### src/rtl/step_pulse_pkg.sv
package step_pulse_pkg;

  typedef enum logic [2:0] {
    ST_IDLE,
    ST_WAIT,
    ST_SETUP,
    ST_HIGH,
    ST_LOW,
    ST_TAIL
  } seq_state_e;

  typedef enum logic [1:0] {
    OP_DRIVE   = 2'd0,
    OP_HOLD    = 2'd1,
    OP_RELEASE = 2'd2,
    OP_ABORT   = 2'd3
  } host_op_e;

  localparam int unsigned MIN_PERIOD = 4;

  // Period after clamping to the shortest legal value.
  function automatic int unsigned eff_period(int unsigned p);
    return (p < MIN_PERIOD) ? MIN_PERIOD : p;
  endfunction

  // Cycles spent high per pulse: half the period, rounded down.
  function automatic int unsigned high_len(int unsigned p);
    return eff_period(p) / 2;
  endfunction

  // Cycles spent low per pulse: the remainder of the period.
  function automatic int unsigned low_len(int unsigned p);
    return eff_period(p) - high_len(p);
  endfunction

endpackage

### src/rtl/stop_qual.sv
module stop_qual #(
  parameter int unsigned NSRC = 4
) (
  input  logic            clk,
  input  logic            rst_n,
  input  logic [NSRC-1:0] raw,
  output logic [NSRC-1:0] qual
);

  for (genvar g = 0; g < NSRC; g++) begin : g_src
    logic samp0, samp1;
    always_ff @(posedge clk) begin
      if (!rst_n) begin
        samp0 <= 1'b0;
        samp1 <= 1'b0;
      end else begin
        samp0 <= raw[g];
        samp1 <= samp0;
      end
    end
    // Active only after two consecutive high samples.
    assign qual[g] = samp0 & samp1;
  end

endmodule

### src/rtl/pulse_engine.sv
module pulse_engine
  import step_pulse_pkg::*;
#(
  parameter int unsigned PW = 16,
  parameter int unsigned CW = 16
) (
  input  logic          clk,
  input  logic          rst_n,
  input  logic          op_drive,
  input  logic          op_hold,
  input  logic          op_release,
  input  logic          op_abort,
  input  logic          dir_in,
  input  logic          mode_in,
  input  logic [PW-1:0] period_in,
  input  logic [CW-1:0] count_in,
  input  logic          halt_pos,
  input  logic          halt_neg,
  output logic          pulse_on,
  output logic          busy,
  output logic          dir_q,
  output logic          mode_q,
  output logic          ev_accept,
  output logic          ev_halt,
  output logic          ev_setup,
  output logic          ev_pulse_end
);

  seq_state_e    state;
  logic          hold_q;
  logic          stop_pend;
  logic [PW-1:0] hi_q, lo_q, ph_q;
  logic [CW-1:0] rem_q;

  assign ev_accept    = (state == ST_IDLE) && op_drive && (count_in != '0)
                        && !(dir_in ? halt_neg : halt_pos);
  assign ev_halt      = op_abort || (dir_q ? halt_neg : halt_pos);
  assign ev_setup     = (state == ST_SETUP);
  assign ev_pulse_end = (state == ST_HIGH) && (ph_q == '0);
  assign pulse_on     = (state == ST_HIGH);
  assign busy         = (state != ST_IDLE);

  always_ff @(posedge clk) begin
    if (!rst_n) begin
      state     <= ST_IDLE;
      hold_q    <= 1'b0;
      stop_pend <= 1'b0;
      dir_q     <= 1'b0;
      mode_q    <= 1'b0;
      hi_q      <= '0;
      lo_q      <= '0;
      ph_q      <= '0;
      rem_q     <= '0;
    end else begin
      if (op_hold)         hold_q <= 1'b1;
      else if (op_release) hold_q <= 1'b0;

      unique case (state)
        ST_IDLE: begin
          stop_pend <= 1'b0;
          if (ev_accept) begin
            dir_q  <= dir_in;
            mode_q <= mode_in;
            hi_q   <= PW'(high_len(32'(period_in)));
            lo_q   <= PW'(low_len(32'(period_in)));
            rem_q  <= count_in;
            state  <= hold_q ? ST_WAIT : ST_SETUP;
          end
        end
        ST_WAIT: begin
          if (ev_halt)         state <= ST_IDLE;
          else if (op_release) state <= ST_SETUP;
        end
        ST_SETUP: begin
          if (ev_halt) state <= ST_IDLE;
          else begin
            state <= ST_HIGH;
            ph_q  <= hi_q - PW'(1);
          end
        end
        ST_HIGH: begin
          if (ph_q == '0) begin
            rem_q <= rem_q - CW'(1);
            if ((rem_q == CW'(1)) || stop_pend || ev_halt) state <= ST_TAIL;
            else begin
              state <= ST_LOW;
              ph_q  <= lo_q - PW'(1);
            end
          end else begin
            ph_q <= ph_q - PW'(1);
            if (ev_halt) stop_pend <= 1'b1;
          end
        end
        ST_LOW: begin
          if (ev_halt) state <= ST_IDLE;
          else if (ph_q == '0) begin
            state <= ST_HIGH;
            ph_q  <= hi_q - PW'(1);
          end else ph_q <= ph_q - PW'(1);
        end
        ST_TAIL: begin
          stop_pend <= 1'b0;
          state     <= ST_IDLE;
        end
        default: state <= ST_IDLE;
      endcase
    end
  end

endmodule

### src/rtl/pulse_outmap.sv
module pulse_outmap (
  input  logic pulse_on,
  input  logic dir_q,
  input  logic mode_q,
  output logic pls_plus,
  output logic pls_minus,
  output logic pls_step,
  output logic dir_out
);

  assign pls_plus  = pulse_on && !mode_q && !dir_q;
  assign pls_minus = pulse_on && !mode_q &&  dir_q;
  assign pls_step  = pulse_on &&  mode_q;
  assign dir_out   = dir_q;

endmodule

### src/rtl/step_pulse_seq.sv
module step_pulse_seq
  import step_pulse_pkg::*;
#(
  parameter int unsigned PW = 16,
  parameter int unsigned CW = 16
) (
  input  logic          clk,
  input  logic          rst_n,
  input  logic          host_wr,
  input  logic [1:0]    host_op,
  input  logic          dir_in,
  input  logic          mode_in,
  input  logic [PW-1:0] period_in,
  input  logic [CW-1:0] count_in,
  input  logic          emg_in,
  input  logic          alarm_in,
  input  logic          lim_pos_in,
  input  logic          lim_neg_in,
  input  logic          lim_halt_en,
  output logic          pls_plus,
  output logic          pls_minus,
  output logic          pls_step,
  output logic          dir_out,
  output logic          busy
);

  localparam int unsigned NSRC = 4;

  logic [NSRC-1:0] src_q;
  logic            halt_any, halt_pos, halt_neg;
  logic            op_drive, op_hold, op_release, op_abort;
  logic            pulse_on, dir_q, mode_q;
  logic            ev_accept, ev_halt, ev_setup, ev_pulse_end;

  assign op_drive   = host_wr && (host_op_e'(host_op) == OP_DRIVE);
  assign op_hold    = host_wr && (host_op_e'(host_op) == OP_HOLD);
  assign op_release = host_wr && (host_op_e'(host_op) == OP_RELEASE);
  assign op_abort   = host_wr && (host_op_e'(host_op) == OP_ABORT);

  stop_qual #(.NSRC(NSRC)) u_qual (
    .clk  (clk),
    .rst_n(rst_n),
    .raw  ({lim_neg_in, lim_pos_in, alarm_in, emg_in}),
    .qual (src_q)
  );

  assign halt_any = src_q[0] | src_q[1];
  assign halt_pos = halt_any | (lim_halt_en & src_q[2]);
  assign halt_neg = halt_any | (lim_halt_en & src_q[3]);

  pulse_engine #(.PW(PW), .CW(CW)) u_eng (
    .clk         (clk),
    .rst_n       (rst_n),
    .op_drive    (op_drive),
    .op_hold     (op_hold),
    .op_release  (op_release),
    .op_abort    (op_abort),
    .dir_in      (dir_in),
    .mode_in     (mode_in),
    .period_in   (period_in),
    .count_in    (count_in),
    .halt_pos    (halt_pos),
    .halt_neg    (halt_neg),
    .pulse_on    (pulse_on),
    .busy        (busy),
    .dir_q       (dir_q),
    .mode_q      (mode_q),
    .ev_accept   (ev_accept),
    .ev_halt     (ev_halt),
    .ev_setup    (ev_setup),
    .ev_pulse_end(ev_pulse_end)
  );

  pulse_outmap u_map (
    .pulse_on (pulse_on),
    .dir_q    (dir_q),
    .mode_q   (mode_q),
    .pls_plus (pls_plus),
    .pls_minus(pls_minus),
    .pls_step (pls_step),
    .dir_out  (dir_out)
  );

endmodule

### config.mk
export PLATFORM = sky130hd
export DESIGN_NAME = step_pulse_seq
export DESIGN_NICKNAME = d
export VERILOG_FILES = /design/src/rtl/step_pulse_pkg.sv /design/src/rtl/stop_qual.sv /design/src/rtl/pulse_engine.sv /design/src/rtl/pulse_outmap.sv /design/src/rtl/step_pulse_seq.sv
export SDC_FILE = /design/constraint.sdc
export NUM_CORES = 1
export LEC_CHECK = 0
export BUFFER_PORTS_ARGS = -buffer_cell sky130_fd_sc_hd__buf_2
export CAP_MARGIN = 20
export CORE_MARGIN = 3
export CORE_UTILIZATION = 55
export CTS_CLUSTER_SIZE = 20
export DETAILED_ROUTE_END_ITERATION = 10
export GPL_TIMING_DRIVEN = 0
export PLACE_DENSITY = 0.78
export SLEW_MARGIN = 40
export SYNTH_ARGS = -nofsm -noshare
export SYNTH_HDL_FRONTEND = slang
export SYNTH_SLANG_ARGS = --single-unit
### constraint.sdc
create_clock -name clk -period 2.5 [get_ports clk]
set_input_delay 0.125 -clock clk [delete_from_list [all_inputs] [get_ports clk]]
set_output_delay 0.125 -clock clk [all_outputs]
set_load 0.005 [all_outputs]
# ---- Word level (Yosys, flattened, before mapping)
# Cells that the tools add are included.
dict set report word_totals {
  register_bits 79
  latchBits 0
  mem_bits_rw 0
  mem_bits_ro 0
  inputBits 44
  out_inout_bits 5
  elab_cells 109
  mem_count 0
}
dict set report op_classes {
  n_addsub 5
  multipliers 0
  n_div 0
  order_cmp 1
  eq_ne 18
  shift 0
  mux 27
  bitwise_logic 9
  reduce_logical 32
}
# operator count
set ops {}
lappend ops {{16-bit 2-to-1 mux} 8}
lappend ops {{16-bit by 1-bit subtractor with 16-bit output (second input constant)} 4}
lappend ops {{16-bit one-hot mux with 3 select lines} 1}
lappend ops {{16-bit one-hot mux with 2 select lines} 1}
lappend ops {{3-bit 2-to-1 mux} 6}
lappend ops {{16-bit by 1-bit equality test with 1-bit output (second input constant)} 1}
lappend ops {{16-bit logical NOT} 1}
lappend ops {{16-bit by 3-bit less-than comparator with 1-bit output (second input constant)} 1}
lappend ops {{16-bit nonzero test} 1}
lappend ops {{16-bit subtractor} 1}
lappend ops {{3-bit one-hot mux with 5 select lines} 1}
lappend ops {{2-bit inequality test (second input constant)} 6}
lappend ops {{1-bit logical AND} 11}
lappend ops {{4-bit AND reduction} 2}
lappend ops {{1-bit 2-to-1 mux} 7}
lappend ops {{1-bit bitwise AND} 6}
lappend ops {{3-bit by 2-bit equality test with 1-bit output (second input constant)} 2}
lappend ops {{3-bit equality test (second input constant)} 2}
lappend ops {{3-bit AND reduction} 2}
lappend ops {{2-bit nonzero test} 3}
lappend ops {{3-bit nonzero test} 2}
lappend ops {{2-bit equality test (second input constant)} 2}
lappend ops {{2-bit 2-to-1 mux} 2}
lappend ops {{3-bit by 1-bit equality test with 1-bit output (second input constant)} 1}
lappend ops {{12 further kinds} 18}

# ---- Longest topological paths before layout
dict set report logic_depth {
  word_depth 9
  mapped_depth 14
  depth_no_buf 14
}

# ---- Modules after synthesis
# Synthesis repeated with hierarchy kept, for this count alone.
dict set report unflattened {
  hier_cells 740
  area_unflattened_um2 5515.3
}
# module n_inst cells_per_inst area_per_inst_um2 seq_area_each_um2
set modules_own_cells {}
lappend modules_own_cells {pulse_engine 1 710 5195.0 1401.3}
lappend modules_own_cells {stop_qual 1 20 235.2 160.2}
lappend modules_own_cells {step_pulse_seq 1 6 48.8 0.0}
lappend modules_own_cells {pulse_outmap 1 4 36.3 0.0}

# ---- Worst setup path before layout
# OpenSTA, ideal clock, no wires.
dict set report synth_path {
  path_kind {input -> register}
  from {input port period_in[15]}
  to {register u_eng.lo_q[14]}
  setup_ns 0.086
  arrival_time_ns 2.511
  required_ns 2.414
  slack_ns -0.097
  cell_stages 14
  path_buffers 0
  path_cell_list {inv_1 ha_1 nor4b_1 nand4_1 nand2_1 inv_1 ha_1 fa_1 nor2b_1 o31a_1 o211ai_1 o211ai_1 xor2_1 a211oi_1}
}
dict set report synth_between {
  elab_chain_len 3
}
# element line
set synth_lines {}
lappend synth_lines {{from (decl)} step_pulse_seq.sv:13} ;# input logic [PW-1:0] period_in,
lappend synth_lines {{16-bit by 3-bit less-than comparator with 1-bit output} step_pulse_pkg.sv:23} ;# return (p < MIN_PERIOD) ? MIN_PERIOD : p;
lappend synth_lines {{16-bit 2-to-1 mux (*)} step_pulse_pkg.sv:23}
lappend synth_lines {{16-bit subtractor (*)} step_pulse_pkg.sv:33} ;# return eff_period(p) - high_len(p);
lappend synth_lines {{to (signal assigned)} pulse_engine.sv:65} ;# lo_q <= PW'(low_len(32'(period_in)));
lappend synth_lines {{to (decl)} pulse_engine.sv:32} ;# logic [PW-1:0] hi_q, lo_q, ph_q;
# Mark *: on every way between the ends. The rest lies on a longest branch, timed or not.
# A chain may end at the register's enable or synchronous reset.

# ---- Final worst setup path
# Same ends and word-level chain as after synthesis.

==> PnR_summary.wiki <==
{| class="wikitable"
! Metric !! Value
|-
| Gr usage total || 27.83%
|-
| Sum of internal, switching and leakage power || roughly 5.6 mW
|-
| Area of the core || between 9000 and 10000 sq um
|-
| Non-filler cells, final || 911
|-
| IO Count || between 40 and 50
|-
| Number of nets produced by synthesis || 775
|-
| Sum of overflow across all layers after global routing || 0
|-
| Fraction of the yosys area taken by sequential cells || 29.23%
|-
| Largest net degree at the start of global routing || 13
|-
| Cell type with the largest total area after synthesis || sky130_fd_sc_hd__dfxtp_1
|-
| Async SR Flop Fraction || 0%
|-
| Synth Flop Type || sky130_fd_sc_hd__dfxtp_1
|-
| Status || finished clean
|-
| Syn Inst Count || 708
|-
| Maximum vdd ir drop || 0.4218 mV
|-
| Maximum fanout count along the critical path || 4
|-
| R2R cell count || 10
|-
| Pin slew with the least headroom to its limit || 663.1 ps
|-
| Drt via density || 6.225
|-
| Utilization after layout || 66.96%
|-
| Setup violators final || 0
|-
| Initial standard-cell utilization of the core || 57.26%
|-
| Routed len/inst || 17.26 microns
|-
| Count of buffers inserted at the top-level ports || 47
|-
| Master cell of the clock root buffer || sky130_fd_sc_hd__clkbuf_8
|-
| Die outline area || 10930 sq um
|-
| Crit share post-route || 99.24%
|-
| Final Hold Viols || 0
|-
| TritonCTS clock tree || yes
|-
| Fraction of layout instances using a drive strength above 1 || 15.73%
|-
| 1st-iter DRT viols || approximately 390
|-
| Number of flops mapped to enable cells by yosys || 0
|-
| Most frequent cells in the layout || sky130_fd_sc_hd__nand2_1, sky130_fd_sc_hd__dfxtp_1, sky130_fd_sc_hd__a21oi_1
|-
| Hold slack final || 28.40 ps
|-
| Vias after detailed routing || 5671
|-
| Height of the die || 104.5 microns
|-
| Area share of the leading cell type in the synthesized netlist || 29.23%
|-
| Final TNS setup || 0 ps
|-
| Placement Cell Area || 5749 sq um
|-
| Final setup slack of the worst path || 19.10 ps
|-
| Number of antenna violations at the first check in global routing || 0
|-
| Commonest non-fill, non-tap cell in the layout || sky130_fd_sc_hd__nand2_1
|-
| Placement-stage worst setup slack || -756.1 ps
|-
| Leak || 2.563 nW
|-
| Total Nets Final || ~840
|-
| Avg Synthesized Cell Area || about 7.5 sq um
|-
| Number of clock sinks || 78
|-
| Min-Delay Path Depth || 3
|-
| Residual antenna-violating net count after detailed routing || 0
|-
| Area used by multi-input combinational logic || 3607 sq um
|-
| Achievable clock frequency || between 400 and 500 MHz
|-
| Via count of the first global-routing pass || 5267
|-
| Distinct cells, synth || 71
|-
| Number of diodes || 0
|-
| GP Congestion || 0.9105
|-
| Flops & latches, synth || between 70 and 80
|-
| Number of violations of the max-capacitance limit || 0
|-
| DP Wirelength || ~12 mm
|-
| # fillers || 841
|-
| Area growth from synthesis to final layout || 16.94%
|-
| RSZ-0062 raised after global routing || true
|-
| Final std cell area, no fill || 6246 sq um
|-
| Total power density per cell area || approximately 900 nW/um^2
|-
| Count of final max-slew check failures || 0
|-
| Remaining design rule violation count || 0
|-
| Syn. warnings || 0
|-
| Maximum count of clock buffers along a single path || 2
|-
| Number of cell rows || 35
|-
| Synthesized area || 5341 sq um
|-
| Normalized max-slew margin || 55.80%
|-
| Crit path capture type || register
|-
| Cell Count Post-Placement || 884
|-
| Clock slew at the register clock pins of the worst setup and hold paths || approximately 80 ps
|-
| Sequential cell area || 1563 sq um
|-
| Clock buffer count from CTS || 9
|-
| Most area-consuming cells after synthesis || sky130_fd_sc_hd__dfxtp_1, sky130_fd_sc_hd__nand2_1, sky130_fd_sc_hd__a21oi_1
|-
| Die extent in x || 104.5 microns
|-
| Critical path data arrival time || 2690 ps
|-
| Type of the worst setup path || in2reg
|-
| Wire length of the first global-routing pass || 25.17 mm
|-
| Setup skew after layout || 10.75 ps
|-
| Clk_lat worst skew || 350 ps
|-
| Detailed-routing iteration count for the pre-antenna-repair pass || 7
|-
| Shortest clock period the worst path allows after layout || ~2500 ps
|-
| H-tree level count || 3
|-
| Detailed Route WL || 15.72 mm
|-
| Sort of element at the start of the critical path || input pin
|-
| Worst endpoint required time || 2710 ps
|-
| Worst min-delay path category || in2reg
|}
## cells by family after synthesis
family	share of synthesized area, %
fa+ha+maj	5.528
simple gates	27.95
buf+inv	5.880
compound gates	24.85
flops	29.23
xor+xnor	6.559
## metal layers
metal / wire [microns] / up-vias / global-route usage (%)
met3: 1056 / 34 / 4.632
met5: 0 / - / 0
met1: 6817 / 2695 / 36.86
met2: 7488 / 229 / 45.80
met4: 359 / 0 / 9.782
li1: - / 2713 / -
## worst max-delay path, stage by stage
cell and delay (ps):
sky130_fd_sc_hd__buf_8 100, sky130_fd_sc_hd__inv_4 50, sky130_fd_sc_hd__ha_4 120, sky130_fd_sc_hd__nor4b_4 200, sky130_fd_sc_hd__nand4_1 240, sky130_fd_sc_hd__nand2_2 140, sky130_fd_sc_hd__inv_2 60, sky130_fd_sc_hd__ha_4 160
sky130_fd_sc_hd__fa_2 410, sky130_fd_sc_hd__nor2b_4 140, sky130_fd_sc_hd__o31a_1 200, sky130_fd_sc_hd__o211ai_1 170, sky130_fd_sc_hd__o211ai_1 250, sky130_fd_sc_hd__xor2_1 220, sky130_fd_sc_hd__a211oi_1 100
## cell type report
cell class / instances / share of cell area, %
Tap cell: 129 / 2.584
Inverter: 29 / 1.823
Clock buffer: 13 / 2.544
Buffer: 45 / 3.325
Clock inverter: 3 / 1.442
Multi-Input combinational cell: 556 / 57.75
Timing Repair Buffer: 58 / 5.509
Sequential cell: 78 / 25.02
## power breakdown
part / total (mW) / internal [mW] / switching (mW) / leakage [nW]
Sequential: 1.62 / 1.41 / 0.212 / 0.636
Combinational: 2.78 / 1.13 / 1.65 / 1.80
Clock: 1.19 / 0.720 / 0.467 / 0.124
Total: 5.59 / 3.26 / 2.33 / 2.56
## repair_timing
item,4_1_cts,5_1_grt
hold endpoints to repair,4,0
setup buffers,3,4
gates cloned,0,0
setup endpoints to repair,26,46
pin swaps,5,13
resized for setup,5,35
hold buffers,4,0
## registers in the layout (all words and copies together) (netlist names)
signal and cells:
u_eng.ph_q 16, u_qual.g_src.samp1 4, u_eng.dir_q 1, u_eng.hi_q 15, u_qual.g_src.samp0 4, u_eng.lo_q 16, u_eng.stop_pend 1, u_eng.state 3
u_eng.mode_q 1, u_eng.hold_q 1, u_eng.rem_q 16
## path summary, 6_finish.rpt
kind         slack (ps)                  start                     to
max                  20          period_in[15]         u_eng.lo_q[14]
min                  30                mode_in           u_eng.mode_q
max reg2reg         160         u_eng.rem_q[1]          u_eng.ph_q[9]
min reg2reg         480  u_qual.g_src[2].samp0  u_qual.g_src[2].samp1
## Yosys cell counts (7+ instances only)
cell                        n
sky130_fd_sc_hd__buf_2      8
sky130_fd_sc_hd__o21ai_1    7
sky130_fd_sc_hd__o21a_1     7
sky130_fd_sc_hd__nor4_1    15
sky130_fd_sc_hd__dfxtp_1   78
sky130_fd_sc_hd__o211ai_1   8
sky130_fd_sc_hd__inv_1     29
sky130_fd_sc_hd__nand4_1    8
sky130_fd_sc_hd__nor2_1    45
sky130_fd_sc_hd__nand2_1   97
sky130_fd_sc_hd__nor3b_1    7
sky130_fd_sc_hd__xnor2_1   20
sky130_fd_sc_hd__a222oi_1   8
sky130_fd_sc_hd__o21ai_0   44
sky130_fd_sc_hd__or3_1     13
sky130_fd_sc_hd__xor2_1    20
sky130_fd_sc_hd__and2_1    11
sky130_fd_sc_hd__clkbuf_1  32
sky130_fd_sc_hd__nor3_1    19
sky130_fd_sc_hd__a31oi_1    9
sky130_fd_sc_hd__ha_1      22
sky130_fd_sc_hd__a21oi_1   70
sky130_fd_sc_hd__a211oi_1   9
sky130_fd_sc_hd__nand3_1   20
Power figures use the tool's default switching activity.
